<file path="src/rtl/sdc_pkg.sv">
package sdc_pkg;
  typedef enum logic [1:0] {
    RSP_NONE  = 2'd0,
    RSP_SHORT = 2'd1,
    RSP_SHALT = 2'd2,
    RSP_LONG  = 2'd3
  } rsp_kind_e;

  typedef enum logic [1:0] {PH_IDLE, PH_SEND, PH_RESP} phase_e;

  localparam int CMD_LEN   = 48;
  localparam int FLAG_SENT = 0;
  localparam int FLAG_RESP = 1;
  localparam int FLAG_CRC  = 2;
  localparam int FLAG_TOUT = 3;

  function automatic logic [6:0] crc7_step(logic [6:0] c, logic b);
    logic fb;
    fb = c[6] ^ b;
    return {c[5:0], fb} ^ {3'b000, fb, 3'b000};
  endfunction

  function automatic logic [6:0] crc7_hdr(logic [39:0] h);
    logic [6:0] c;
    c = '0;
    for (int i = 39; i >= 0; i--) c = crc7_step(c, h[i]);
    return c;
  endfunction
endpackage

</file>
<file path="src/rtl/sdc_crc7_ser.sv">
module sdc_crc7_ser
  import sdc_pkg::*;
(
  input  logic       clk_i,
  input  logic       rst_ni,
  input  logic       clr_i,
  input  logic       en_i,
  input  logic       bit_i,
  output logic [6:0] crc_o
);
  always_ff @(posedge clk_i or negedge rst_ni) begin
    if (!rst_ni)    crc_o <= '0;
    else if (clr_i) crc_o <= '0;
    else if (en_i)  crc_o <= crc7_step(crc_o, bit_i);
  end
endmodule

</file>
<file path="src/rtl/sdc_cmd_tx.sv">
module sdc_cmd_tx
  import sdc_pkg::*;
(
  input  logic        clk_i,
  input  logic        rst_ni,
  input  logic        load_i,
  input  logic [5:0]  index_i,
  input  logic [31:0] arg_i,
  output logic        cmd_o,
  output logic        oe_o,
  output logic        done_o
);
  localparam int CNT_W = $clog2(CMD_LEN);

  logic [CMD_LEN-1:0] sr_q;
  logic [CNT_W-1:0]   cnt_q;
  logic               busy_q;
  logic [39:0]        hdr;

  assign hdr = {2'b01, index_i, arg_i};

  always_ff @(posedge clk_i or negedge rst_ni) begin
    if (!rst_ni) begin
      sr_q   <= '0;
      cnt_q  <= '0;
      busy_q <= 1'b0;
    end else if (load_i) begin
      sr_q   <= {hdr, crc7_hdr(hdr), 1'b1};
      cnt_q  <= CNT_W'(CMD_LEN - 1);
      busy_q <= 1'b1;
    end else if (busy_q) begin
      sr_q  <= {sr_q[CMD_LEN-2:0], 1'b1};
      cnt_q <= cnt_q - 1'b1;
      if (cnt_q == '0) busy_q <= 1'b0;
    end
  end

  assign oe_o   = busy_q;
  assign cmd_o  = busy_q ? sr_q[CMD_LEN-1] : 1'b1;
  assign done_o = busy_q && (cnt_q == '0);
endmodule

</file>
<file path="src/rtl/sdc_resp_rx.sv">
module sdc_resp_rx
  import sdc_pkg::*;
#(
  parameter int TIMEOUT_CYC = 64,
  parameter int LONG_LEN    = 136,
  parameter int SHORT_LEN   = 48
) (
  input  logic         clk_i,
  input  logic         rst_ni,
  input  logic         arm_i,
  input  logic         long_i,
  input  logic         cmd_i,
  output logic         to_o,
  output logic         fin_o,
  output logic         crc_ok_o,
  output logic [127:0] resp_o
);
  localparam int TCNT_W = $clog2(TIMEOUT_CYC);
  localparam int POS_W  = $clog2(LONG_LEN);
  localparam int BODY_W = 128;
  localparam int CRC_LO = 8;

  typedef enum logic [1:0] {RX_OFF, RX_WAIT, RX_SHIFT} rx_st_e;

  rx_st_e              st_q;
  logic [TCNT_W-1:0]   tcnt_q;
  logic [POS_W-1:0]    pos_q;
  logic                long_q;
  logic [BODY_W-1:0]   sr_q, sr_nx;
  logic [6:0]          crc;
  logic                crc_en;

  assign sr_nx  = {sr_q[BODY_W-2:0], cmd_i};
  assign crc_en = (st_q == RX_SHIFT) && (pos_q >= POS_W'(CRC_LO)) && (pos_q <= POS_W'(BODY_W - 1));

  sdc_crc7_ser u_crc (
    .clk_i (clk_i),
    .rst_ni(rst_ni),
    .clr_i (st_q == RX_WAIT),
    .en_i  (crc_en),
    .bit_i (cmd_i),
    .crc_o (crc)
  );

  always_ff @(posedge clk_i or negedge rst_ni) begin
    if (!rst_ni) begin
      st_q   <= RX_OFF;
      tcnt_q <= '0;
      pos_q  <= '0;
      long_q <= 1'b0;
      sr_q   <= '0;
      resp_o <= '0;
    end else begin
      case (st_q)
        RX_OFF: if (arm_i) begin
          st_q   <= RX_WAIT;
          tcnt_q <= '0;
          long_q <= long_i;
        end
        RX_WAIT: begin
          if (!cmd_i) begin
            st_q  <= RX_SHIFT;
            pos_q <= long_q ? POS_W'(LONG_LEN - 2) : POS_W'(SHORT_LEN - 2);
          end else if (tcnt_q == TCNT_W'(TIMEOUT_CYC - 1)) begin
            st_q <= RX_OFF;
          end else begin
            tcnt_q <= tcnt_q + 1'b1;
          end
        end
        RX_SHIFT: begin
          sr_q <= sr_nx;
          if (pos_q == '0) begin
            st_q   <= RX_OFF;
            resp_o <= long_q ? sr_nx : {sr_nx[39:8], 96'b0};
          end else begin
            pos_q <= pos_q - 1'b1;
          end
        end
        default: st_q <= RX_OFF;
      endcase
    end
  end

  assign to_o     = (st_q == RX_WAIT) && cmd_i && (tcnt_q == TCNT_W'(TIMEOUT_CYC - 1));
  assign fin_o    = (st_q == RX_SHIFT) && (pos_q == '0);
  assign crc_ok_o = (crc == sr_nx[7:1]);
endmodule

</file>
<file path="src/rtl/sdc_cmd_engine.sv">
module sdc_cmd_engine
  import sdc_pkg::*;
#(
  parameter int TIMEOUT_CYC = 64,
  parameter int STOP_INDEX  = 12
) (
  input  logic        clk_i,
  input  logic        rst_ni,
  input  logic        start_i,
  input  logic [5:0]  index_i,
  input  logic [31:0] arg_i,
  input  logic [1:0]  rsp_type_i,
  input  logic        with_data_i,
  input  logic [3:0]  flag_clr_i,
  input  logic        cmd_i,
  output logic        cmd_o,
  output logic        cmd_oe_o,
  output logic        active_o,
  output logic        sent_o,
  output logic        resp_ok_o,
  output logic        crc_fail_o,
  output logic        timeout_o,
  output logic        stop_o,
  output logic        xfer_o,
  output logic [31:0] resp_w0_o,
  output logic [31:0] resp_w1_o,
  output logic [31:0] resp_w2_o,
  output logic [31:0] resp_w3_o
);
  phase_e       ph_q;
  logic         need_q, long_q, stop_q, xfer_q;
  logic [3:0]   flags_q, set_v;
  logic         launch, tx_done, arm;
  logic         rx_to, rx_fin, rx_ok;
  logic [127:0] resp;
  rsp_kind_e    kind;

  assign kind   = rsp_kind_e'(rsp_type_i);
  assign launch = (ph_q == PH_IDLE) && start_i;
  assign arm    = (ph_q == PH_SEND) && tx_done && need_q;

  sdc_cmd_tx u_tx (
    .clk_i  (clk_i),
    .rst_ni (rst_ni),
    .load_i (launch),
    .index_i(index_i),
    .arg_i  (arg_i),
    .cmd_o  (cmd_o),
    .oe_o   (cmd_oe_o),
    .done_o (tx_done)
  );

  sdc_resp_rx #(.TIMEOUT_CYC(TIMEOUT_CYC)) u_rx (
    .clk_i   (clk_i),
    .rst_ni  (rst_ni),
    .arm_i   (arm),
    .long_i  (long_q),
    .cmd_i   (cmd_i),
    .to_o    (rx_to),
    .fin_o   (rx_fin),
    .crc_ok_o(rx_ok),
    .resp_o  (resp)
  );

  always_comb begin
    set_v            = '0;
    set_v[FLAG_SENT] = (ph_q == PH_SEND) && tx_done && !need_q;
    set_v[FLAG_TOUT] = (ph_q == PH_RESP) && rx_to;
    set_v[FLAG_RESP] = (ph_q == PH_RESP) && rx_fin && rx_ok;
    set_v[FLAG_CRC]  = (ph_q == PH_RESP) && rx_fin && !rx_ok && !rx_to;
  end

  always_ff @(posedge clk_i or negedge rst_ni) begin
    if (!rst_ni) begin
      ph_q    <= PH_IDLE;
      need_q  <= 1'b0;
      long_q  <= 1'b0;
      stop_q  <= 1'b0;
      xfer_q  <= 1'b0;
      flags_q <= '0;
    end else begin
      flags_q <= (flags_q & ~flag_clr_i) | set_v;
      case (ph_q)
        PH_IDLE: if (launch) begin
          ph_q   <= PH_SEND;
          need_q <= (kind != RSP_NONE);
          long_q <= (kind == RSP_LONG);
          stop_q <= (index_i == 6'(STOP_INDEX));
          xfer_q <= with_data_i;
        end
        PH_SEND: if (tx_done) ph_q <= need_q ? PH_RESP : PH_IDLE;
        PH_RESP: if (rx_to || rx_fin) ph_q <= PH_IDLE;
        default: ph_q <= PH_IDLE;
      endcase
    end
  end

  assign active_o   = (ph_q != PH_IDLE);
  assign stop_o     = active_o && stop_q;
  assign xfer_o     = active_o && xfer_q;
  assign sent_o     = flags_q[FLAG_SENT];
  assign resp_ok_o  = flags_q[FLAG_RESP];
  assign crc_fail_o = flags_q[FLAG_CRC];
  assign timeout_o  = flags_q[FLAG_TOUT];
  assign resp_w0_o  = resp[127:96];
  assign resp_w1_o  = resp[95:64];
  assign resp_w2_o  = resp[63:32];
  assign resp_w3_o  = resp[31:0];
endmodule

</file>
<file path="config.mk">
export PLATFORM = sky130hd
export DESIGN_NAME = sdc_cmd_engine
export DESIGN_NICKNAME = d
export VERILOG_FILES = /design/src/rtl/sdc_pkg.sv /design/src/rtl/sdc_crc7_ser.sv /design/src/rtl/sdc_cmd_tx.sv /design/src/rtl/sdc_resp_rx.sv /design/src/rtl/sdc_cmd_engine.sv
export SDC_FILE = /design/constraint.sdc
export NUM_CORES = 1
export LEC_CHECK = 0
export BUFFER_PORTS_ARGS = -buffer_cell sky130_fd_sc_hd__buf_2
export CORE_MARGIN = 5
export CORE_UTILIZATION = 45
export CTS_CLUSTER_DIAMETER = 120
export DETAILED_ROUTE_END_ITERATION = 8
export PLACE_DENSITY = 0.79
export SLEW_MARGIN = 40
export SYNTH_ARGS = -nofsm -noshare
export SYNTH_HDL_FRONTEND = slang
export SYNTH_SLANG_ARGS = --single-unit
</file>
<file path="constraint.sdc">
create_clock -name clk_i -period 2.4 [get_ports clk_i]
set_clock_uncertainty 0.2 [all_clocks]
set_input_delay 0.24 -clock clk_i [delete_from_list [all_inputs] [get_ports clk_i]]
set_output_delay 0.24 -clock clk_i [all_outputs]
set_load 0.02 [all_outputs]
</file>
Word-level counts from Yosys, hierarchy flattened
Cells that the tools add are included.
{"block": "totals", "regBits": 344, "output_inout_bits": 137, "word_cells": 186}
{"block": "op_classes", "n_addsub": 3, "n_lt_le_gt_ge": 2, "eq_ne": 18, "n_mux": 29, "n_bitwise": 80, "reduce_logical": 38}
{"operator": "XOR 7 x 4 -> 7 bit", "n": 38}
{"operator": "2-to-1 mux 128 bit", "n": 1}
{"operator": "2-to-1 mux 48 bit", "n": 2}
{"operator": "XOR 1 bit", "n": 37}
{"operator": "2-to-1 mux 6 bit", "n": 5}
{"operator": "2-to-1 mux 8 bit", "n": 3}
{"operator": "logical AND 1 bit", "n": 17}
{"operator": "2-to-1 mux 2 bit", "n": 8}
{"operator": "!= test 2 bit, second input constant", "n": 8}
{"operator": "case mux 8 bit (2 select lines)", "n": 1}
{"operator": "2-to-1 mux 7 bit", "n": 2}
{"operator": "case mux 2 bit (3 select lines)", "n": 2}
{"operator": "case mux 6 bit (2 select lines)", "n": 1}
{"operator": "nonzero test 2 bit", "n": 6}
{"operator": "AND reduction 3 bit", "n": 3}
{"operator": ">= comparator 8 x 4 -> 1 bit, second input constant", "n": 1}
{"operator": "<= comparator 8 x 7 -> 1 bit, second input constant", "n": 1}
{"operator": "zero test 8 bit", "n": 1}
{"operator": "subtractor 8 x 1 -> 8 bit, second input constant", "n": 1}
{"operator": "equality test 7 bit", "n": 1}
{"operator": "adder 6 x 1 -> 6 bit, second input constant", "n": 1}
{"operator": "equality test 2 bit, second input constant", "n": 3}
{"operator": "equality test 6 x 4 -> 1 bit, second input constant", "n": 1}
{"operator": "equality test 6 bit, second input constant", "n": 1}
{"operator": "other kinds (16)", "n": 25}

Longest topological paths before layout
{"block": "depth", "word_depth": 75, "ltp_mapped": 8, "ltp_nobuf": 8}

Modules after synthesis
Synthesis repeated with hierarchy kept, for this count alone.
{"block": "unflattened", "hier_cells": 1568, "area_unflattened_um2": 15038.2}
{"mod": "sdc_resp_rx", "instances": 1, "cells_per_inst": 1200, "area_each_um2": 10949.3, "seq_area_each_um2": 6806.5}
{"mod": "sdc_cmd_tx", "instances": 1, "cells_per_inst": 294, "area_each_um2": 3303.2, "seq_area_each_um2": 1376.3}
{"mod": "sdc_cmd_engine", "instances": 1, "cells_per_inst": 46, "area_each_um2": 465.4, "seq_area_each_um2": 250.2}
{"mod": "sdc_crc7_ser", "instances": 1, "cells_per_inst": 28, "area_each_um2": 320.3, "seq_area_each_um2": 175.2}

Worst setup path after synthesis
Ideal clock, no wire load.
{"block": "synth_timing", "path_kind": "input to register", "startpoint": "input port index_i[5]", "endpoint": "register u_tx.sr_q[7]", "setup_time_ns": 0.078, "arrival_ns": 2.165, "slack_ns": -0.042, "cell_stages": 6, "path_buffers": 0, "path_cell_list": "xnor2_1 xnor3_1 xnor3_2 xnor2_2 xnor3_1 a21oi_1"}
{"block": "synth_via", "elab_chain_cells": 46, "word_cells_on_any_way": 58, "cone_classes": "mux: 1; bitwise: 57"}
{"item": "start, declared", "line": "sdc_cmd_engine.sv:10", "text": "input logic [5:0] index_i,"}
{"item": "XOR 5 x 4 -> 5 bit *", "line": "sdc_pkg.sv:20", "text": "return {c[5:0], fb} ^ {3'b000, fb, 3'b000};"}
{"item": "XOR 7 x 4 -> 7 bit * (3 in a row)", "line": "sdc_pkg.sv:20"}
{"item": "XOR 1 bit / XOR 7 x 4 -> 7 bit (equally long branches)", "line": "sdc_pkg.sv:19, sdc_pkg.sv:20"}
{"item": "XOR 7 x 4 -> 7 bit * (4 in a row)", "line": "sdc_pkg.sv:20"}
{"item": "XOR 1 bit / XOR 7 x 4 -> 7 bit (equally long branches)", "line": "sdc_pkg.sv:19, sdc_pkg.sv:20"}
{"item": "XOR 7 x 4 -> 7 bit * (4 in a row)", "line": "sdc_pkg.sv:20"}
{"item": "XOR 1 bit / XOR 7 x 4 -> 7 bit (equally long branches)", "line": "sdc_pkg.sv:19, sdc_pkg.sv:20"}
{"item": "XOR 7 x 4 -> 7 bit * (4 in a row)", "line": "sdc_pkg.sv:20"}
{"item": "XOR 1 bit / XOR 7 x 4 -> 7 bit (equally long branches)", "line": "sdc_pkg.sv:19, sdc_pkg.sv:20"}
{"item": "XOR 7 x 4 -> 7 bit * (4 in a row)", "line": "sdc_pkg.sv:20"}
{"item": "XOR 1 bit / XOR 7 x 4 -> 7 bit (equally long branches)", "line": "sdc_pkg.sv:19, sdc_pkg.sv:20"}
{"item": "XOR 7 x 4 -> 7 bit * (4 in a row)", "line": "sdc_pkg.sv:20"}
{"item": "XOR 1 bit / XOR 7 x 4 -> 7 bit (equally long branches)", "line": "sdc_pkg.sv:19, sdc_pkg.sv:20"}
{"item": "XOR 7 x 4 -> 7 bit * (7 in a row)", "line": "sdc_pkg.sv:20"}
{"item": "XOR 1 bit / XOR 7 x 4 -> 7 bit (equally long branches)", "line": "sdc_pkg.sv:19, sdc_pkg.sv:20"}
{"item": "XOR 7 x 4 -> 7 bit * (7 in a row)", "line": "sdc_pkg.sv:20"}
{"item": "2-to-1 mux 48 bit *", "line": "sdc_cmd_tx.sv:27", "text": "end else if (load_i) begin"}
{"item": "end signal, assigned", "line": "sdc_cmd_tx.sv:28", "text": "sr_q <= {hdr, crc7_hdr(hdr), 1'b1};"}
{"item": "end signal, assigned", "line": "sdc_cmd_tx.sv:32", "text": "sr_q <= {sr_q[CMD_LEN-2:0], 1'b1};"}
{"item": "end, declared", "line": "sdc_cmd_tx.sv:15", "text": "logic [CMD_LEN-1:0] sr_q;"}
Mark *: on every way between the ends. The rest lies on a longest branch, timed or not.
A chain may end at the register's enable or synchronous reset.

Worst setup path in the final report
{"block": "layout_timing", "startpoint": "input port arg_i[20]", "endpoint": "register u_tx.sr_q[4]"}
{"block": "layout_via", "elab_chain_cells": 28}
{"item": "start, declared", "line": "sdc_cmd_engine.sv:11", "text": "input logic [31:0] arg_i,"}
{"item": "XOR 1 bit", "line": "sdc_pkg.sv:19", "text": "fb = c[6] ^ b;"}
{"item": "XOR 7 x 4 -> 7 bit (4 in a row)", "line": "sdc_pkg.sv:20"}
{"item": "XOR 1 bit", "line": "sdc_pkg.sv:19"}
{"item": "XOR 7 x 4 -> 7 bit (4 in a row)", "line": "sdc_pkg.sv:20"}
{"item": "XOR 1 bit", "line": "sdc_pkg.sv:19"}
{"item": "XOR 7 x 4 -> 7 bit (4 in a row)", "line": "sdc_pkg.sv:20"}
{"item": "XOR 1 bit", "line": "sdc_pkg.sv:19"}
{"item": "XOR 7 x 4 -> 7 bit (4 in a row)", "line": "sdc_pkg.sv:20"}
{"item": "XOR 1 bit", "line": "sdc_pkg.sv:19"}
{"item": "XOR 7 x 4 -> 7 bit (4 in a row)", "line": "sdc_pkg.sv:20"}
{"item": "XOR 1 bit", "line": "sdc_pkg.sv:19"}
{"item": "XOR 7 x 4 -> 7 bit", "line": "sdc_pkg.sv:20"}
{"item": "2-to-1 mux 48 bit", "line": "sdc_cmd_tx.sv:27"}
Every way passes these cells.

==> summary.md <==
| Metric | Value |
|---|---|
| Cells after Synth | about 1600 |
| Mean area per synthesized cell | ~9.4 um2 |
| Failing checks | negative setup slack |
| Least-Margin Pin Slew | 0.638 ns |
| Synth top area share | 58.1% |
| Most common cell in the netlist | nand2_1 |
| CTS root buf | clkbuf_16 |
| Crit start category | input port |
| Largest net degree at the start of global routing | 260 |
| IO Count | between 150 and 200 |
| DR WL/cell | about 16 um |
| Reg2Reg Depth | 7 |
| Top post-synthesis cells by area | dfrtp_1 58%, nand2_1 17%, o21ai_0 6.1% |
| Detailed Route WL | between 30000 and 40000 um |
| Layout area overhead | 24.0% |
| Die ar. | between 0.03 and 0.04 mm2 |
| Status | finished with violations |
| Maximum vdd drop | between 0.0006 and 0.0007 V |
| Dominant synthesized flop cell | dfrtp_1 |
| YS warnings | 0 |
| Number of max-cap violations | 0 |
| Yosys reg bits | 344 |
| CTS tree | yes |
| Later-pin clock latency in the skew report | approximately 0.52 ns |
| Grt ovf | 0 |
| Seq/Total Area, Yosys | 58.1% |
| Design area | 0.0184 mm2 |
| Layout cells sized above 1 | around 17% |
| CP Cell Sequence | dlygate4sd3_1, buf_6, xnor3_1, xnor3_1, xnor3_1, xnor2_2, xnor3_1, o21ai_1 |
| Mapped Area | about 0.015 mm2 |
| Fin crit period | roughly 2.4 ns |
| Gr usage total | between 10% and 20% |
| Detailed Place HPWL | 21400 um |
| Slew margin rel. | 57.1% |
| Crit path DAT | 2.66 ns |
| Post-synth EDFFs | 0 |
| Crit-path slowest cell | dlygate4sd3_1 |
| Leakage power | 9.32 nW |
| Post-layout nets | between 1500 and 2000 |
| Setup crit end kind | flip-flop |
| Post-route ant nets | 0 |
| Initial antenna violation count | 0 |
| Core ar. | approximately 0.033 mm2 |
| Starting density of the core | ~46% |
| Pre-CTS setup slack | -0.214 ns |
| Ant. Diodes | 0 |
| Die Ht | around 190 um |
| Routed vias | 11582 |
| DRC Markers | 0 |
| GPL Wtd Cong | 0.850 |
| Final period utilization | 101% |
| Setup-failing EPs final | 1 |
| Top cells by count, synth | 685 x nand2_1, 344 x dfrtp_1, 179 x o21ai_0, 94 x clkbuf_1, 76 x mux2i_1 |
| Unique cell type count in the Yosys netlist | 41 |
| CP Depth | 8 |
| Top Family by Delay on Critical Path | XOR/XNOR gates |
| Power, Total | 17.7 mW |
| First-pass GRT wire length | between 50000 and 60000 um |
| Final-report hold violation count | 0 |
| Drt via density | between 5 and 6 |
| Vias in the first global route | about 11000 |
| Post-placement cell count | around 2200 |
| Clock Sinks | ~340 |
| Worst path bufs/invs | 2 |
| Htree depth | 2 |
| Pwr dens | a little under 1000 mW/mm2 |
| Final std cells w/o fill | 2278 |
| Crit path largest cell delay | ~0.55 ns |
| Maximum operating frequency | about 0.41 GHz |
| Hold Path Class | in2async |
| WS Path Type | in2reg |
| CP dominant cell by count | xnor3_1 |
| Die X | 191 um |
| Bufs on Longest Clock Path | 3 |
| CTS Buf Count | 37 |
| Area leader, netlist | dfrtp_1 |
| Clock transition at path regs | 0.06 ns |
| PnR worst setup slack | -0.0345 ns |
| Placed cell areas | approximately 0.016 mm2 |
| # port buffers | 185 |
| Worst-path maximum fanout | 3 |
| Drt first pass iters | 5 |
| Row count | 66 |
| Post-Syn Nets | about 1600 |
| FFs w/ async S/R, synth | between 90% and 100% |
| Final slew viol count | 0 |
| DRT iter0 DRCs | around 1000 |
| Data required, critical path | around 2.6 ns |
power by group:
| group | internal (mW) | total [mW] | switching (mW) |
|---|---|---|---|
| Sequential | 6.66 | 7.39 | 0.735 |
| Clock | 3.35 | 5.63 | 2.27 |
| Combinational | 2.11 | 4.70 | 2.60 |
| Total | 12.1 | 17.7 | 5.61 |
layout make-up:
cell class	instances	area (um2)
Sequential cell	344	8610
Fill cell	2754	14200
Multi-Input combinational cell	1125	5900
Clock buffer	59	1130
Tap cell	442	553
Timing Repair Buffer	288	2030
Clock inverter	7	86.3
Inverter	13	48.8
worst paths after layout:
path                                                  start                           to  slack [ns]
max in group asynchronous                            rst_ni          u_tx.oe_o$_DFF_PN0_        1.30
min in group clk_i                            flag_clr_i[2]         flags_q[2]$_DFF_PN0_        0.26
worst max-delay path                              arg_i[20]     u_tx.sr_q[4]$_DFFE_PN0P_       -0.03
worst max register to register    u_rx.pos_q[4]$_DFFE_PN0P_  u_rx.resp_o[51]$_DFFE_PN0P_        0.16
worst min register to register  u_rx.resp_o[35]$_DFFE_PN0P_  u_rx.resp_o[35]$_DFFE_PN0P_        0.27
worst min-delay path                                 rst_ni  u_rx.resp_o[30]$_DFFE_PN0P_        0.02
per-stage QoR:
| step | hold WS [ns] | utilization [%] | setup TNS [ns] |
|---|---|---|---|
| after detailed placement | -0.0381 | 50.6 | -0.925 |
| after floorplan | -0.256 | - | 0 |
| after global routing | 0.0390 | 56.4 | -0.0894 |
| final | 0.0171 | 56.4 | -0.0345 |
| after global placement | -0.0335 | 50.6 | -0.628 |
| after CTS | 0.00841 | 55.9 | 0 |
sequential cells by signal (all words and copies together) (netlist names):
signal and cells:
u_tx.cnt_q 6, u_rx.tcnt_q 6, long_q 1, u_rx.long_q 1, ph_q 2, u_tx.sr_q 48
need_q 1, xfer_q 1, u_tx.oe_o 1, u_rx.pos_q 8, u_rx.st_q 2, u_rx.u_crc.crc_o 7
stop_q 1, u_rx.sr_q 127, u_rx.resp_o 128, flags_q 4
kinds of logic (layout without fill, tap and decap cells):
group | after synthesis | in the layout | share of synthesized area (%)
mux | 78 | 78 | 5.29
simple gates | 756 | 756 | 19.9
buf+inv | 108 | 367 | 2.74
fa+ha+maj | 4 | 4 | 0.338
flops | 344 | 344 | 58.1
compound gates | 209 | 209 | 7.40
xor+xnor | 78 | 78 | 6.21
metal layers:
layer	vias to the layer above	global-route usage, %	wire length (um)
met5	-	0	0
met4	0	4.83	777
met2	336	31.8	17800
met3	63	2.78	1890
li1	5558	-	-
met1	5625	24.8	15200
cells in the final DEF (no fill, tap or decap), types with 22 or more instances in the layout:
cell and count:
nand2_1 685, dfrtp_1 342, buf_2 182, o21ai_0 179, mux2i_1 76, dlygate4sd3_1 51, clkbuf_16 39, buf_4 38
xnor2_1 34, nor2_1 22
timing repair:
| item | CTS | global route |
|---|---|---|
| endpoints found under the setup margin | 0 | 91 |
| hold buffers | 51 | 1 |
| buffers inserted | 0 | 3 |
| resized for setup | 0 | 14 |
| endpoints found under the hold margin | 399 | 1 |
worst reg2reg max path, stage by stage, from the launching register on:
cell	delay, ns
dfrtp_1	0.42
nor4_1	0.29
buf_4	0.19
nand4_1	0.15
buf_12	0.24
buf_16	0.32
nand2_1	0.17
o21ai_0	0.10
Power figures use the tool's default switching activity.
